--- config.mk ---
export PLATFORM = sky130hd
export DESIGN_NAME = xw_walker
export DESIGN_NICKNAME = d
export VERILOG_FILES = /design/src/rtl/xw_pkg.sv /design/src/rtl/xw_addr_gen.sv /design/src/rtl/xw_desc_check.sv /design/src/rtl/xw_fault_latch.sv /design/src/rtl/xw_walker.sv
export SDC_FILE = /design/constraint.sdc
export NUM_CORES = 1
export LEC_CHECK = 0
export ABC_AREA = 1
export BUFFER_PORTS_ARGS = -buffer_cell sky130_fd_sc_hd__buf_4
export CAP_MARGIN = 10
export CORE_UTILIZATION = 50
export DETAILED_ROUTE_END_ITERATION = 10
export PLACE_DENSITY = 0.83
export SLEW_MARGIN = 20
export SYNTH_ARGS = -nofsm -noshare
export SYNTH_HDL_FRONTEND = slang
export SYNTH_SLANG_ARGS = --single-unit
export TNS_END_PERCENT = 50
--- constraint.sdc ---
create_clock -name clk -period 3.86 [get_ports clk]
set_clock_uncertainty 0.15 [all_clocks]
set_input_delay 0 -clock clk [delete_from_list [all_inputs] [get_ports clk]]
set_output_delay 0 -clock clk [all_outputs]
set_load 0.005 [all_outputs]
--- src/rtl/xw_pkg.sv ---
package xw_pkg;

    localparam int AW = 32;
    localparam int DW = 32;

    // control word bit positions
    localparam int CTL_EN   = 15;
    localparam int CTL_PG8K = 14;

    // function-code and descriptor bit positions
    localparam int FC_SUPER = 2;
    localparam int DB_VALID = 1;
    localparam int DB_WP    = 2;
    localparam int DB_SUP   = 7;

    // low bits cleared to form table bases
    localparam int PTR_BASE_LSB  = 9;
    localparam int PG4K_BASE_LSB = 8;
    localparam int PG8K_BASE_LSB = 7;
    localparam int PG4K_OFS_W    = 12;
    localparam int PG8K_OFS_W    = 13;

    typedef enum logic [1:0] {
        PT_INVALID  = 2'd0,
        PT_RES_A    = 2'd1,
        PT_INDIRECT = 2'd2,
        PT_RES_B    = 2'd3
    } pgtype_e;

    typedef enum logic [2:0] {
        WS_IDLE,
        WS_ROOT,
        WS_PTR,
        WS_PAGE,
        WS_DONE
    } walk_st_e;

    typedef struct packed {
        logic [AW-1:0] addr;
        logic [2:0]    fc;
        logic          wr;
        logic          probe;
        logic          pg8k;
    } walk_req_t;

    function automatic logic [AW-1:0] word_ofs(input logic [6:0] idx);
        return {{(AW-9){1'b0}}, idx, 2'b00};
    endfunction

    function automatic logic [DW-1:0] clr_low(input logic [DW-1:0] d, input int n);
        return (d >> n) << n;
    endfunction

endpackage

--- src/rtl/xw_addr_gen.sv ---
module xw_addr_gen
    import xw_pkg::*;
(
    input  walk_req_t     rq,
    input  logic [AW-1:0] sup_root,
    input  logic [AW-1:0] usr_root,
    input  logic [DW-1:0] rdesc,
    input  logic [DW-1:0] pdesc,
    input  logic [DW-1:0] gdesc,
    input  logic [DW-1:0] cur,
    output logic [AW-1:0] root_fetch,
    output logic [AW-1:0] ptr_fetch,
    output logic [AW-1:0] page_fetch,
    output logic [AW-1:0] ind_fetch,
    output logic [AW-1:0] phys_res
);

    logic [AW-1:0] root_base;
    logic [AW-1:0] pg_base;
    logic [6:0]    pg_idx;
    logic          unused_lo;

    assign root_base  = rq.fc[FC_SUPER] ? sup_root : usr_root;
    assign root_fetch = root_base + word_ofs(rq.addr[31:25]);
    assign ptr_fetch  = clr_low(rdesc, PTR_BASE_LSB) + word_ofs(rq.addr[24:18]);

    always_comb begin
        if (rq.pg8k) begin
            pg_base  = clr_low(pdesc, PG8K_BASE_LSB);
            pg_idx   = {2'b00, rq.addr[17:13]};
            phys_res = {cur[AW-1:PG8K_OFS_W], rq.addr[PG8K_OFS_W-1:0]};
        end else begin
            pg_base  = clr_low(pdesc, PG4K_BASE_LSB);
            pg_idx   = {1'b0, rq.addr[17:12]};
            phys_res = {cur[AW-1:PG4K_OFS_W], rq.addr[PG4K_OFS_W-1:0]};
        end
    end

    assign page_fetch = pg_base + word_ofs(pg_idx);
    assign ind_fetch  = clr_low(gdesc, 2);

    assign unused_lo = ^{rq.fc[1:0], rq.wr, rq.probe, cur[11:0]};

endmodule

--- src/rtl/xw_desc_check.sv ---
module xw_desc_check
    import xw_pkg::*;
(
    input  logic [7:0] cur_lo,
    input  logic       root_wp,
    input  logic       is_write,
    input  logic       is_super,
    output logic       tbl_valid,
    output logic       tbl_wp_fault,
    output logic       pg_prot_fault,
    output pgtype_e    pg_type
);

    assign tbl_valid     = cur_lo[DB_VALID];
    assign tbl_wp_fault  = is_write && (root_wp || cur_lo[DB_WP]);
    assign pg_prot_fault = (is_write && cur_lo[DB_WP]) || (cur_lo[DB_SUP] && !is_super);
    assign pg_type       = pgtype_e'(cur_lo[1:0]);

endmodule

--- src/rtl/xw_fault_latch.sv ---
module xw_fault_latch
    import xw_pkg::*;
(
    input  logic          clk,
    input  logic          rst,
    input  logic          set,
    input  logic [AW-1:0] set_addr,
    input  logic          clear,
    output logic          seen,
    output logic [AW-1:0] addr
);

    always_ff @(posedge clk) begin
        if (rst) begin
            seen <= 1'b0;
            addr <= '0;
        end else if (set && (!seen || clear)) begin
            seen <= 1'b1;
            addr <= set_addr;
        end else if (clear) begin
            seen <= 1'b0;
        end
    end

    AST_FIRST_FAULT_KEPT: assert property (@(posedge clk) disable iff (rst)
        (seen && !clear) |=> (seen && $stable(addr)));

    AST_CLEAR_DROPS: assert property (@(posedge clk) disable iff (rst)
        (clear && !set) |=> !seen);

endmodule

--- src/rtl/xw_walker.sv ---
module xw_walker
    import xw_pkg::*;
#(
    parameter int MAX_HOPS = 4
) (
    input  logic          clk,
    input  logic          rst,
    input  logic          req_valid,
    output logic          req_ready,
    input  logic [AW-1:0] req_addr,
    input  logic [2:0]    req_fc,
    input  logic          req_write,
    input  logic          req_probe,
    input  logic [15:0]   ctl_word,
    input  logic [AW-1:0] sup_root,
    input  logic [AW-1:0] usr_root,
    output logic          mem_req,
    output logic [AW-1:0] mem_addr,
    input  logic          mem_ack,
    input  logic [DW-1:0] mem_rdata,
    output logic          done,
    output logic [AW-1:0] phys_addr,
    output logic          fault,
    output logic          flt_seen,
    output logic [AW-1:0] flt_addr,
    input  logic          flt_clear
);

    localparam int HOP_W = $clog2(MAX_HOPS + 1);

    walk_st_e      st;
    walk_req_t     rq;
    logic [DW-1:0] rdesc, pdesc, gdesc;
    logic [HOP_W-1:0] hops;
    logic [AW-1:0] phys_q;
    logic          fault_q;

    logic [AW-1:0] root_fetch, ptr_fetch, page_fetch, ind_fetch, phys_res;
    logic          tbl_valid, tbl_wp_fault, pg_prot_fault;
    pgtype_e       pg_type;
    logic          unused_ctl;

    assign unused_ctl = ^ctl_word[13:0];

    xw_addr_gen u_addr (
        .rq         (rq),
        .sup_root   (sup_root),
        .usr_root   (usr_root),
        .rdesc      (rdesc),
        .pdesc      (pdesc),
        .gdesc      (gdesc),
        .cur        (mem_rdata),
        .root_fetch (root_fetch),
        .ptr_fetch  (ptr_fetch),
        .page_fetch (page_fetch),
        .ind_fetch  (ind_fetch),
        .phys_res   (phys_res)
    );

    xw_desc_check u_chk (
        .cur_lo        (mem_rdata[7:0]),
        .root_wp       (rdesc[DB_WP]),
        .is_write      (rq.wr),
        .is_super      (rq.fc[FC_SUPER]),
        .tbl_valid     (tbl_valid),
        .tbl_wp_fault  (tbl_wp_fault),
        .pg_prot_fault (pg_prot_fault),
        .pg_type       (pg_type)
    );

    xw_fault_latch u_flt (
        .clk      (clk),
        .rst      (rst),
        .set      (st == WS_DONE && fault_q),
        .set_addr (rq.addr),
        .clear    (flt_clear),
        .seen     (flt_seen),
        .addr     (flt_addr)
    );

    always_ff @(posedge clk) begin
        if (rst) begin
            st      <= WS_IDLE;
            rq      <= '0;
            rdesc   <= '0;
            pdesc   <= '0;
            gdesc   <= '0;
            hops    <= '0;
            phys_q  <= '0;
            fault_q <= 1'b0;
        end else begin
            case (st)
                WS_IDLE: begin
                    if (req_valid) begin
                        rq.addr  <= req_addr;
                        rq.fc    <= req_fc;
                        rq.wr    <= req_write;
                        rq.probe <= req_probe;
                        rq.pg8k  <= ctl_word[CTL_PG8K];
                        phys_q   <= req_addr;
                        fault_q  <= 1'b0;
                        hops     <= '0;
                        st       <= ctl_word[CTL_EN] ? WS_ROOT : WS_DONE;
                    end
                end
                WS_ROOT: begin
                    if (mem_ack) begin
                        rdesc <= mem_rdata;
                        if (!tbl_valid) begin
                            fault_q <= !rq.probe;
                            st      <= WS_DONE;
                        end else begin
                            st <= WS_PTR;
                        end
                    end
                end
                WS_PTR: begin
                    if (mem_ack) begin
                        pdesc <= mem_rdata;
                        if (!rq.probe && (tbl_wp_fault || !tbl_valid)) begin
                            fault_q <= 1'b1;
                            st      <= WS_DONE;
                        end else begin
                            st <= WS_PAGE;
                        end
                    end
                end
                WS_PAGE: begin
                    if (mem_ack) begin
                        gdesc <= mem_rdata;
                        if (pg_type == PT_INDIRECT) begin
                            if (hops == HOP_W'(MAX_HOPS)) begin
                                fault_q <= !rq.probe;
                                st      <= WS_DONE;
                            end else begin
                                hops <= hops + 1'b1;
                            end
                        end else if (pg_prot_fault && !rq.probe) begin
                            fault_q <= 1'b1;
                            st      <= WS_DONE;
                        end else if (pg_type == PT_INVALID) begin
                            fault_q <= !rq.probe;
                            st      <= WS_DONE;
                        end else begin
                            phys_q <= phys_res;
                            st     <= WS_DONE;
                        end
                    end
                end
                WS_DONE: st <= WS_IDLE;
                default: st <= WS_IDLE;
            endcase
        end
    end

    always_comb begin
        case (st)
            WS_ROOT: mem_addr = root_fetch;
            WS_PTR:  mem_addr = ptr_fetch;
            WS_PAGE: mem_addr = (hops == '0) ? page_fetch : ind_fetch;
            default: mem_addr = '0;
        endcase
    end

    assign mem_req   = (st == WS_ROOT) || (st == WS_PTR) || (st == WS_PAGE);
    assign req_ready = (st == WS_IDLE);
    assign done      = (st == WS_DONE);
    assign phys_addr = phys_q;
    assign fault     = fault_q;

    AST_BYPASS_NO_READ: assert property (@(posedge clk) disable iff (rst)
        (req_valid && req_ready && !ctl_word[CTL_EN]) |=>
            (done && !mem_req && phys_addr == $past(req_addr)));

    AST_FAULT_KEEPS_LOGICAL: assert property (@(posedge clk) disable iff (rst)
        (done && fault) |-> (phys_addr == rq.addr));

    AST_HOP_BOUND: assert property (@(posedge clk) disable iff (rst)
        1'b1 |-> (hops <= HOP_W'(MAX_HOPS)));

    AST_PROBE_QUIET: assert property (@(posedge clk) disable iff (rst)
        (done && rq.probe) |-> !fault);

    AST_DONE_PULSE: assert property (@(posedge clk) disable iff (rst)
        done |=> !done);

    AST_MEM_HOLD: assert property (@(posedge clk) disable iff (rst)
        (mem_req && !mem_ack) |=> (mem_req && $stable(mem_addr)));

endmodule

==> metrics.txt <==
Reg clk slew, reported paths=approximately 0.080 ns; CP cell instances=inv_2 -> nand2_1 -> nand2_1 -> ha_1 -> fa_1 -> nand2_1 -> nand2_1 -> nand3_1 -> nand2_1 -> nand2_1 -> o21ai_0 -> nand2_1 -> nand3_1 -> nand3_1 -> buf_4; CP Buf/Inv Count=2; deepest clock path buffer count=2; Mapped Cells=1488; critical path endpoint category=output port; slowest CP cell=fa_1; Area growth syn-to-layout=33.1%; H-tree Lvls=4; most numerous cell in the Yosys netlist=nand2_1; root buffer cell=clkbuf_16; Leak=around 6 nW; cell taking the most area after synthesis=dfxtp_1; top-area cell type share of the netlist area=around two fifths; syn_nets=1653; Slew @ Worst Pin=around 0.90 ns; Post-synth ARST share=0%; antenna diode count=0; Area contributors post-synth=dfxtp_1 (39%), nand2_1 (15%), o21ai_0 (11%), nor2_1 (8.1%), a21oi_1 (6.6%); via count=between 10000 and 15000; mean area per synthesized cell=between 6 and 7 um^2; pwr/cell area=roughly 410 nW/um^2; Congestion Overflow GR=0; Placer Congestion=roughly 0.93; IO Count=between 200 and 300; outcome=finished clean; die area=between 15000 and 20000 um^2; hpwl dp=22.4 mm; Total GRT Usage=32.6%; first-pass GRT wire length=roughly 51 mm; final instance area=about 13000 um^2; final setup fails=0; TritonCTS clock tree=done; Fin Setup TNS=0 ns; worst hold path class=in -> reg; most frequent CP cell=nand2_1; initial antenna violation count=0; Post-Route WL=32.4 mm; post-route ant nets=0; RSZ-0062 raised after global routing=no; nets@finish=about 1900; Yosys cell types=39; Placed Instance Area=around 11000 um^2; Worst-Skew Late Latency=about 0.44 ns; Slew Limit Headroom=between 40% and 50%; Critical Path Max Stage Delay=~0.38 ns; Final Max Slew Viols=0; YS warnings=0; fin crit period=3.20 ns; clk sink count=about 190; ratio of cells with drive above 1 in the final layout=between 15 and 20%; maximum clock frequency=around 0.31 GHz; Final WS setup=0.656 ns; cell family with most CP delay=simple AND/OR/NAND/NOR gates; Avg WL per Cell=between 15 and 20 um; sequential-to-total area share from yosys stat=approximately 40%; Final Hold Vio Count=0; Port Buffer Count=238; Starting DRT DRC Count=861; CP arrival=slightly above 3 ns; WP data required=roughly 3.7 ns; Yosys reg bits=approximately 190; Post-Syn Area=between 9000 and 10000 um^2; Commonest cells post-synth=nand2_1 (381), o21ai_0 (210), nor2_1 (209); ys flop type=dfxtp_1; post-place setup slack=about 1.1 ns; CP startpoint kind=flop; vias per inst=5.46; # resized after CTS=0; Die X=141 um; vias in the first global route=10080; starting density of the core=between 50% and 60%; post-route clock period utilization=between 80 and 90%; detailed-route DRC error count=0; final core occ=between 60% and 70%; CP Class=reg -> out; pin count of the biggest net entering global routing=93; maxcap violations=0; crit-path max FO=34; number of synthesized flops with an enable pin=0; Die H=141 um; row cnt=50; VDD IR max=approximately 0.34 mV; Total Power=around 5.2 mW; Num CTS Buffers=17; 1st-pass router iterations=6; core area=about 19000 um^2
registers in the layout (all words and copies together) (netlist names):
name / count
st: 3
fault: 1
u_flt.seen: 1
hops: 3
rq: 36
u_flt.addr: 32
gdesc: 30
phys_addr: 32
rdesc: 24
pdesc: 25
layer usage:
layer  wire (um)  global-route usage (%)  vias to the layer above  share of wire, %
met4        1080                    13.8                        0               3.3
li1            -                       -                     5356                 -
met3        2500                    6.35                       68               7.7
met1       13600                    40.9                     5051                42
met2       15200                    54.6                      458                47
met5           0                       0                        -                 0
cell type report:
type	instances	area, um^2
inverter	118	445
timing repair buffer	329	2680
sequential	187	3740
fill	1611	5950
multi-input combinational	1101	5070
tap	234	293
clock buffer	18	429
clock inverter	14	165
cells by family (layout without fill, tap and decap cells):
group / after synthesis / count (layout) / synth area share, %
and+or+nand+nor: 703 / 703 / 29.7
xor gates and xnor gates: 8 / 8 / 0.727
AOI/OAI and AO/OA: 378 / 378 / 20.6
adders and majority gates: 11 / 11 / 1.51
buffers and inverters: 200 / 479 / 8.61
DFF: 187 / 187 / 38.9
other: 1 / 1 / 0.0389
per-stage QoR:
| stage | cells | hold WS, ns |
|---|---|---|
| global route | 2001 | 0.227 |
| CTS | 2001 | 0.195 |
| global placement | 1890 | 0.0973 |
| floorplan | 1488 | -0.0458 |
| finish | 2001 | 0.206 |
| detailed placement | 1890 | 0.0972 |
timing repair:
action | in CTS | in global routing
hold buffers | 79 | 0
setup buffers | 0 | 0
endpoints found under the hold margin | 155 | 0
endpoints found under the setup margin | 0 | 0
worst paths after layout:
kind / startpoint / to / slack [ns] / cells after the start
setup reg to reg: st[0] / rdesc[25] / 1.12 / 8
setup / recovery: rq[5] / mem_addr[12] / 0.66 / 15
hold reg to reg: gdesc[30] / gdesc[30] / 0.30 / 2
hold / removal: mem_rdata[2] / rdesc[2] / 0.21 / 4
layout by cell type, fill, tap and decap left out, drive strengths merged, types with 9 or more instances in the layout:
cell / n
a21oi: 128
a22oi: 11
buf: 250
clkbuf: 18
clkinv: 10
dfxtp: 187
dlygate4sd3: 79
ha: 10
inv: 122
nand2: 385
nand3: 83
nor2: 217
o211ai: 9
o21ai: 220
tightest hold or removal path, stage by stage:
cell	delay, ns
dlygate4sd3_1	0.53
buf_4	0.11
nor2_1	0.04
nor2_1	0.08
power breakdown:
group	switching [mW]	internal, mW
sequential	0.0925	2.09
clock	0.874	0.875
combinational	0.749	0.527
Power figures use the tool's default switching activity.
